### src/rtl/rtc_pkg.sv
package rtc_pkg;

   typedef struct packed {
      logic [7:0] sec;
      logic [7:0] min;
      logic [7:0] hour;
      logic [7:0] dow;
      logic [7:0] dom;
      logic [7:0] mon;
      logic [7:0] year;
   } rtc_time_t;

   // register window layout
   localparam int IX_SEC   = 0;
   localparam int IX_ASEC  = 1;
   localparam int IX_MIN   = 2;
   localparam int IX_AMIN  = 3;
   localparam int IX_HOUR  = 4;
   localparam int IX_AHOUR = 5;
   localparam int IX_DOW   = 6;
   localparam int IX_DOM   = 7;
   localparam int IX_MON   = 8;
   localparam int IX_YEAR  = 9;
   localparam int IX_CTLA  = 10;
   localparam int IX_CTLB  = 11;
   localparam int IX_STC   = 12;
   localparam int IX_STD   = 13;
   localparam int IX_STORE = 14;

   // bit positions
   localparam int B_HOLD = 7;
   localparam int B_AIE  = 5;
   localparam int B_UIE  = 4;

   function automatic logic [7:0] month_days(input logic [7:0] mon, input logic leap);
      case (mon)
         8'd2:                       month_days = leap ? 8'd29 : 8'd28;
         8'd4, 8'd6, 8'd9, 8'd11:    month_days = 8'd30;
         default:                    month_days = 8'd31;
      endcase
   endfunction

endpackage

### src/rtl/rtc_update_seq.sv
module rtc_update_seq #(
   parameter int UIP_CYCLES = 4
) (
   input  logic clk,
   input  logic rst_n,
   input  logic tick,
   input  logic hold,
   output logic uip,
   output logic commit
);
   localparam int CW = $clog2(UIP_CYCLES + 1);

   if (UIP_CYCLES < 1) begin : g_bad_len
      $error("UIP_CYCLES must be at least 1");
   end

   logic [CW-1:0] cnt_q;

   always_ff @(posedge clk or negedge rst_n) begin
      if (!rst_n) begin
         cnt_q <= '0;
      end else if (cnt_q == '0) begin
         if (tick && !hold) cnt_q <= CW'(UIP_CYCLES);
      end else begin
         cnt_q <= cnt_q - 1'b1;
      end
   end

   assign uip    = (cnt_q != '0);
   assign commit = (cnt_q == CW'(1)) && !hold;

endmodule

### src/rtl/rtc_time_chain.sv
module rtc_time_chain
   import rtc_pkg::*;
#(
   parameter bit LEAP_EN = 1'b1
) (
   input  logic       clk,
   input  logic       rst_n,
   input  logic       adv,
   input  logic       wr_en,
   input  logic [3:0] wr_idx,
   input  logic [7:0] wr_val,
   output rtc_time_t  cur,
   output rtc_time_t  nxt
);
   logic       leap;
   logic [7:0] dim;

   if (LEAP_EN) begin : g_leap
      assign leap = (cur.year[1:0] == 2'b00);
   end else begin : g_noleap
      assign leap = 1'b0;
   end

   assign dim = month_days(cur.mon, leap);

   always_comb begin
      nxt = cur;
      if (cur.sec >= 8'd59) begin
         nxt.sec = 8'd0;
         if (cur.min >= 8'd59) begin
            nxt.min = 8'd0;
            if (cur.hour >= 8'd23) begin
               nxt.hour = 8'd0;
               nxt.dow  = (cur.dow >= 8'd7) ? 8'd1 : cur.dow + 8'd1;
               if (cur.dom >= dim) begin
                  nxt.dom = 8'd1;
                  if (cur.mon >= 8'd12) begin
                     nxt.mon  = 8'd1;
                     nxt.year = (cur.year >= 8'd99) ? 8'd0 : cur.year + 8'd1;
                  end else begin
                     nxt.mon = cur.mon + 8'd1;
                  end
               end else begin
                  nxt.dom = cur.dom + 8'd1;
               end
            end else begin
               nxt.hour = cur.hour + 8'd1;
            end
         end else begin
            nxt.min = cur.min + 8'd1;
         end
      end else begin
         nxt.sec = cur.sec + 8'd1;
      end
   end

   // host write lands after the advance so the host wins on a collision
   always_ff @(posedge clk or negedge rst_n) begin
      if (!rst_n) begin
         cur.sec  <= 8'd0;
         cur.min  <= 8'd0;
         cur.hour <= 8'd0;
         cur.dow  <= 8'd1;
         cur.dom  <= 8'd1;
         cur.mon  <= 8'd1;
         cur.year <= 8'd0;
      end else begin
         if (adv) cur <= nxt;
         if (wr_en) begin
            case (wr_idx)
               4'(IX_SEC):  cur.sec  <= wr_val;
               4'(IX_MIN):  cur.min  <= wr_val;
               4'(IX_HOUR): cur.hour <= wr_val;
               4'(IX_DOW):  cur.dow  <= wr_val;
               4'(IX_DOM):  cur.dom  <= wr_val;
               4'(IX_MON):  cur.mon  <= wr_val;
               4'(IX_YEAR): cur.year <= wr_val;
               default: ;
            endcase
         end
      end
   end

endmodule

### src/rtl/rtc_store.sv
module rtc_store #(
   parameter int DEPTH = 50,
   parameter int AW    = 6
) (
   input  logic          clk,
   input  logic          rst_n,
   input  logic          we,
   input  logic [AW-1:0] addr,
   input  logic [7:0]    wd,
   output logic [7:0]    rd
);
   if (DEPTH > (1 << AW)) begin : g_bad_aw
      $error("AW too narrow for DEPTH");
   end

   logic [7:0] mem_q [DEPTH];

   always_ff @(posedge clk or negedge rst_n) begin
      if (!rst_n) begin
         for (int i = 0; i < DEPTH; i++) mem_q[i] <= 8'd0;
      end else if (we && (int'(addr) < DEPTH)) begin
         mem_q[addr] <= wd;
      end
   end

   assign rd = (int'(addr) < DEPTH) ? mem_q[addr] : 8'd0;

endmodule

### src/rtl/rtc_indexed.sv
module rtc_indexed
   import rtc_pkg::*;
#(
   parameter int IDX_W      = 6,
   parameter int NV_BYTES   = 50,
   parameter int UIP_CYCLES = 4,
   parameter bit LEAP_EN    = 1'b1
) (
   input  logic       clk,
   input  logic       rst_n,
   input  logic       tick,
   input  logic       idx_wr,
   input  logic       dat_wr,
   input  logic       dat_rd,
   input  logic [7:0] din,
   output logic [7:0] dout,
   output logic       irq
);
   localparam int NV_AW = (NV_BYTES > 1) ? $clog2(NV_BYTES) : 1;

   if (IDX_W > 8 || IX_STORE + NV_BYTES > (1 << IDX_W)) begin : g_bad_map
      $error("register window does not fit IDX_W");
   end
   if (NV_BYTES < 1) begin : g_bad_nv
      $error("NV_BYTES must be at least 1");
   end

   logic [IDX_W-1:0] idx_q;
   logic [7:0]       alm_s, alm_m, alm_h, ctlb;
   logic [6:0]       ctla_lo;
   logic             af, uf, uip, commit, summary, in_store, time_wr, rd_c, match;
   logic [7:0]       stat_c, st_rd;
   rtc_time_t        t_cur, t_nxt;

   always_ff @(posedge clk or negedge rst_n) begin
      if (!rst_n) idx_q <= '0;
      else if (idx_wr) idx_q <= din[IDX_W-1:0];
   end

   assign in_store = (int'(idx_q) >= IX_STORE) && (int'(idx_q) < IX_STORE + NV_BYTES);

   always_comb begin
      case (int'(idx_q))
         IX_SEC, IX_MIN, IX_HOUR, IX_DOW, IX_DOM, IX_MON, IX_YEAR: time_wr = dat_wr;
         default: time_wr = 1'b0;
      endcase
   end

   rtc_update_seq #(.UIP_CYCLES(UIP_CYCLES)) u_seq (
      .clk(clk), .rst_n(rst_n), .tick(tick), .hold(ctlb[B_HOLD]),
      .uip(uip), .commit(commit)
   );

   rtc_time_chain #(.LEAP_EN(LEAP_EN)) u_chain (
      .clk(clk), .rst_n(rst_n), .adv(commit), .wr_en(time_wr),
      .wr_idx(idx_q[3:0]), .wr_val(din), .cur(t_cur), .nxt(t_nxt)
   );

   rtc_store #(.DEPTH(NV_BYTES), .AW(NV_AW)) u_store (
      .clk(clk), .rst_n(rst_n), .we(dat_wr && in_store),
      .addr(NV_AW'(idx_q - IDX_W'(IX_STORE))), .wd(din), .rd(st_rd)
   );

   // control and alarm registers
   always_ff @(posedge clk or negedge rst_n) begin
      if (!rst_n) begin
         alm_s   <= 8'd0;
         alm_m   <= 8'd0;
         alm_h   <= 8'd0;
         ctla_lo <= 7'd0;
         ctlb    <= 8'd0;
      end else if (dat_wr) begin
         case (int'(idx_q))
            IX_ASEC:  alm_s   <= din;
            IX_AMIN:  alm_m   <= din;
            IX_AHOUR: alm_h   <= din;
            IX_CTLA:  ctla_lo <= din[6:0];
            IX_CTLB:  ctlb    <= din;
            default: ;
         endcase
      end
   end

   // flags: a new event wins over a clearing read in the same cycle
   assign match = (t_nxt.sec == alm_s) && (t_nxt.min == alm_m) && (t_nxt.hour == alm_h);
   assign rd_c  = dat_rd && (int'(idx_q) == IX_STC);

   always_ff @(posedge clk or negedge rst_n) begin
      if (!rst_n) begin
         af <= 1'b0;
         uf <= 1'b0;
      end else begin
         if (commit) uf <= 1'b1;
         else if (rd_c) uf <= 1'b0;
         if (commit && match) af <= 1'b1;
         else if (rd_c) af <= 1'b0;
      end
   end

   assign summary = (af && ctlb[B_AIE]) || (uf && ctlb[B_UIE]);
   assign stat_c  = {summary, 1'b0, af, uf, 4'b0000};
   assign irq     = summary;

   always_comb begin
      if (in_store) begin
         dout = st_rd;
      end else begin
         case (int'(idx_q))
            IX_SEC:   dout = t_cur.sec;
            IX_ASEC:  dout = alm_s;
            IX_MIN:   dout = t_cur.min;
            IX_AMIN:  dout = alm_m;
            IX_HOUR:  dout = t_cur.hour;
            IX_AHOUR: dout = alm_h;
            IX_DOW:   dout = t_cur.dow;
            IX_DOM:   dout = t_cur.dom;
            IX_MON:   dout = t_cur.mon;
            IX_YEAR:  dout = t_cur.year;
            IX_CTLA:  dout = {uip, ctla_lo};
            IX_CTLB:  dout = ctlb;
            IX_STC:   dout = stat_c;
            IX_STD:   dout = 8'h80;
            default:  dout = 8'h00;
         endcase
      end
   end

endmodule

### config.mk
export PLATFORM = sky130hd
export DESIGN_NAME = rtc_indexed
export DESIGN_NICKNAME = d
export VERILOG_FILES = /design/src/rtl/rtc_pkg.sv /design/src/rtl/rtc_update_seq.sv /design/src/rtl/rtc_time_chain.sv /design/src/rtl/rtc_store.sv /design/src/rtl/rtc_indexed.sv
export SDC_FILE = /design/constraint.sdc
export NUM_CORES = 1
export LEC_CHECK = 0
export BUFFER_PORTS_ARGS = -buffer_cell sky130_fd_sc_hd__buf_2
export CORE_MARGIN = 2
export CORE_UTILIZATION = 35
export CTS_CLUSTER_DIAMETER = 200
export CTS_CLUSTER_SIZE = 20
export DETAILED_ROUTE_END_ITERATION = 7
export SYNTH_ARGS = -nofsm -noshare
export SYNTH_HDL_FRONTEND = slang
export SYNTH_SLANG_ARGS = --single-unit
export TNS_END_PERCENT = 100
### constraint.sdc
create_clock -name clk -period 2.7 [get_ports clk]
set_clock_uncertainty 0.05 [all_clocks]
set_input_delay 0.27 -clock clk [delete_from_list [all_inputs] [get_ports clk]]
set_output_delay 0.27 -clock clk [all_outputs]
set_load 0.02 [all_outputs]
==> impl.org <==
** Outcome
- Outcome :: finished with violations
- The checks that failed: negative setup slack.

** Logic synthesis
- The synthesized design spends more area on one cell type than any other, namely dfrtp_1.
- After synthesis, the largest area contributor takes up 49.63% of total cell area.
- After synthesis the netlist holds a flip-flop and latch count of 506.
- Share of the yosys chip area belonging to registers :: 49.94%
- In this run the cell area of the synthesized design comes to 25360 sq um.
- Dominant cells by area after synthesis :: dfrtp_1 50%, mux2_2 20%, mux4_2 11%, nand2_1 1.7%, o21ai_0 1.7%
- Number of different library cells in the post-synthesis netlist :: 81
- Number of cells produced by synthesis :: 1910
- Each instance of the synthesized netlist takes up on average 13.28 sq um.
- Among all flip-flop cells after synthesis, the most frequent one is dfrtp_1.
- The number of nets in the synthesized netlist is 1943.
- Async set or reset register ratio after synthesis :: 100.0%
- During synthesis, Yosys emitted a total of 0 warnings.
- Counting flops with a built-in enable in the synthesized netlist gives 0.

** Layout
- Final cell count without fillers :: 3063
- After filler insertion, the fill cell instance count of the layout stands at 6363.
- The net count of the finished layout is 2136.
- Area growth, synth to finish :: 24.96%
- Share of layout cells above drive strength 1 :: 49.65%
- Diodes inserted :: 0

** Hold path
- Hold Path Stages :: 4
- For hold timing, the worst endpoint is u_seq.cnt_q[2].
- The min-delay analysis places its worst path in the category primary input to register.
- Launch instance of the worst min-delay path :: tick

** Drt
- In this run, the number of DRC markers left after iteration 0 of detailed routing was 1471.
- Drt pass-1 iters :: 7
- Post-route DRC :: 0
- Drt wl/cell :: 24.15 um
- Dividing the detail-routed via count by the number of cells gives 5.683.
- The detail route stage leaves a number of antenna-violating nets equal to 0.
- Wires add up to 73960 um.
- Summing over every cut layer, the via total after detailed routing is 17.41k.

** Die
- Height of the chip :: 273.2 um
- In this run the standard cell core region covers 71610 sq um.
- The initial utilization of the core area, before any placement, comes to 35.42%.
- The die is 273.2 um wide.
- IO Pins :: 23
- Row count :: 98
- The die covers 74630 sq um.

** Critical path
- Total buffers and inverters traversed by the critical path :: 4
- FF-to-FF Start :: idx_q[1]
- Cell count along the critical path :: 8
- Counting cells, the worst reg-to-reg path comes to 13.
- The cell family contributing the most delay on the critical path is multiplexers.
- The largest single stage delay on the critical path is 550 ps.
- Type of the worst setup path :: register to output port
- The slowest stage of the critical path is the mux4_2 cell.
- Crit Path Max Fanout :: 7
- Cells traversed along the worst timing path :: buf_12 > buf_16 > mux4_2 > mux4_2 > mux4_2 > inv_2 > a21oi_4 > buf_6
- Data on the critical path is required at its endpoint by 2380 ps.
- In this run the critical register-to-register path is captured at u_store.mem_q[396].
- Setup slack, reg-to-reg :: -390 ps
- Capturing element type of the critical path :: output port
- Kind of launch point of the worst setup path :: register
- For the worst setup path, the data arrival time is 3250 ps.
- In this design, the critical path's most frequently occurring cell is mux4_2.

** Clock tree
- Maximum clock insertion buffer count :: 3
- TritonCTS created 29 clock buffers.
- The tree is rooted in a clkbuf_16.
- H-Tree Depth :: 1
- For the worst-skew pair, the clock arrives at the later sink with an insertion delay of 620 ps.
- After clock tree synthesis, the clock-pin slew on the worst setup and hold paths is 100 ps.
- TritonCTS built the clock tree.
- Number of sinks driven by the clock tree :: 506

** Job
- Max-Cap Viols :: 0

** Global routing
- Antenna violations before repair :: 1
- Global routing finished with a remaining overflow of 0.
- Global-route wire length before repair :: 114800 um
- Via count of the first global-routing pass :: 18.04k
- Entering global routing, the biggest net connects 69 pins.
- Total GRT Usage :: 19.84%

** Timing
- Timing would allow up to 280.5 MHz.
- Aggregate negative setup slack :: -70390 ps
- Crit path time final :: 3565 ps
- At the pin with the least slew margin, the transition time is 884.6 ps.
- Unrepaired setup endpoints after global routing :: yes
- Fin crit share :: 132.0%
- Setup violations remaining at the end of the flow were counted as 277.
- Count of final hold-check violations :: 0
- Post-layout worst setup margin :: -865.1 ps
- Final worst hold slack :: 24.25 ps
- The number of pins exceeding their max-slew limit in the final report came to 0.
- Headroom to the max-slew limit came out at 41.03%.

** Power and ir drop
- Leakage component of the power :: 14.19 nW
- Power share of the clock group :: 19.3%
- Switching power total :: 8.026 mW
- Cell internal power dissipation :: 15.96 mW
- Power spread over the standard cell area amounts to 756.7 nW/um^2.
- Final Total Pwr :: 23.98 mW
- Comb power frac :: 35.2%
- Part of the power in registers :: 45.5%
- Across the VDD grid, the largest voltage drop is 557.7 uV.
- Net switching is 33.47% of the power.

** Placement
- The HPWL after detailed placement is 50370 um.
- After detailed placement, the design holds a cell count of 2975.
- IO buf count :: 22
- Routability-driven placement finished with a final weighted congestion of 0.9303.
[cells in the mapped netlist (6+ instances only)]
cell type	count
a211oi_1	6
a21oi_1	48
a222oi_1	6
a22oi_1	11
a31oi_1	11
and3_1	12
buf_1	6
buf_2	27
clkbuf_1	91
dfrtp_1	503
ha_1	19
inv_1	23
mux2_2	445
mux2i_1	22
mux4_2	127
nand2_1	116
nand2_2	18
nand2b_1	10
nand3_1	55
nand4_1	10
nor2_1	56
nor2_2	28
nor3_1	26
nor4_1	6
o21ai_0	85
o22ai_1	13
o311ai_0	7
or3_1	6
xnor2_1	13
[per-layer routing]
metal,track usage (%),part of all wire [%],up-vias
li1,-,-,7495
met1,28.65,45,9266
met2,31.31,47,527
met3,2.807,5.1,118
met4,5.263,2.8,0
met5,0,0,-
[power by group through the flow]
stage / Sequential, mW / Clock (mW) / Combinational (mW)
2_1_floorplan: 10.4 / 0 / 4.98
3_3_place_gp: 10.9 / 0 / 7.14
3_5_place_dp: 11.0 / 0 / 7.35
4_1_cts: 10.8 / 4.73 / 8.23
5_1_grt: 11.1 / 5.00 / 9.06
6_report: 10.9 / 4.62 / 8.45
[cells in the final DEF (no fill, tap or decap), types with 8 or more instances in the layout]
cell       instances
a21oi_1           43
a22oi_1           11
a31oi_1           11
and3_1            12
buf_12            74
buf_2             13
buf_4            163
buf_6             25
buf_8              8
clkbuf_1          10
clkbuf_16         29
dfrtp_1          500
ha_1              12
inv_1             19
mux2_2           262
mux2_4           184
mux2i_1           22
mux4_2           128
nand2_1           98
nand2_2           19
nand2_4           17
nand2b_1           9
nand3_1           38
nand3_4           17
nand4_1           10
nor2_1            56
nor2_4            28
nor3_1            18
o21ai_0           73
o22ai_1           12
xnor2_1           12
[cell type report]
cell class / count / area [sq um] / area share (%)
inverters: 23 / 93.84 / 0.2961
clock inverters: 2 / 36.28 / 0.1145
multi-input cells: 1252 / 13610 / 42.94
repair buffers: 291 / 3327 / 10.50
clock buffers: 39 / 763.2 / 2.408
flip-flops and latches: 506 / 12670 / 39.99
well taps: 950 / 1189 / 3.750
[metrics by stage]
stage / utilization, % / area, sq um / setup slack [ps]
finish: 44.26 / 31690 / -865.1
global route: 44.26 / 31690 / -912.7
CTS: 43.81 / 31380 / -875.4
detailed placement: 40.06 / 28680 / -455.2
global placement: 40.06 / 28680 / -471.5
floorplan: - / 25560 / -233.2
[worst min-delay path: cells and delay by family]
family          cells  cell delay, ps
compound gates      2             210
buf+inv             1              90
simple gates        1              80
[sequential cells by signal (all words and copies together), names as in the netlist]
register       cells
uf                 1
alm_h              8
ctla_lo            7
u_seq.cnt_q        3
af                 1
u_chain.cur       56
ctlb               8
alm_m              8
alm_s              8
idx_q              6
u_store.mem_q    400
[repair_timing]
item | 4_1_cts | 5_1_grt
setup buffers | 36 | 6
endpoints found under the setup margin | 423 | 349
gates resized for setup | 318 | 70
gates cloned | 4 | 0
hold endpoints to repair | 374 | 0
pin swaps | 57 | 20
hold buffers | 4 | 0
[cells by family (layout without fill, tap and decap cells)]
kind of cell | after synthesis | count (layout) | synth area share (%)
buffers and inverters | 152 | 355 | 2.486
muxes | 596 | 596 | 32.07
and+or+nand+nor | 383 | 383 | 7.834
DFF | 506 | 506 | 49.94
xor gates and xnor gates | 18 | 18 | 0.6956
adders and majority gates | 19 | 19 | 0.9374
AOI/OAI and AO/OA | 236 | 236 | 6.038
[worst max-delay path by stage]
stage	startpoint	end	slack, ps
6_report	idx_q[0]	dout[2]	-870
3_3_place_gp	idx_q[0]	dout[2]	-470
3_5_place_dp	idx_q[0]	dout[2]	-460
5_1_grt	idx_q[0]	dout[2]	-910
4_1_cts	idx_q[0]	dout[2]	-880
2_1_floorplan	idx_q[2]	u_store.mem_q[10]	-230
Power figures use the tool's default switching activity.
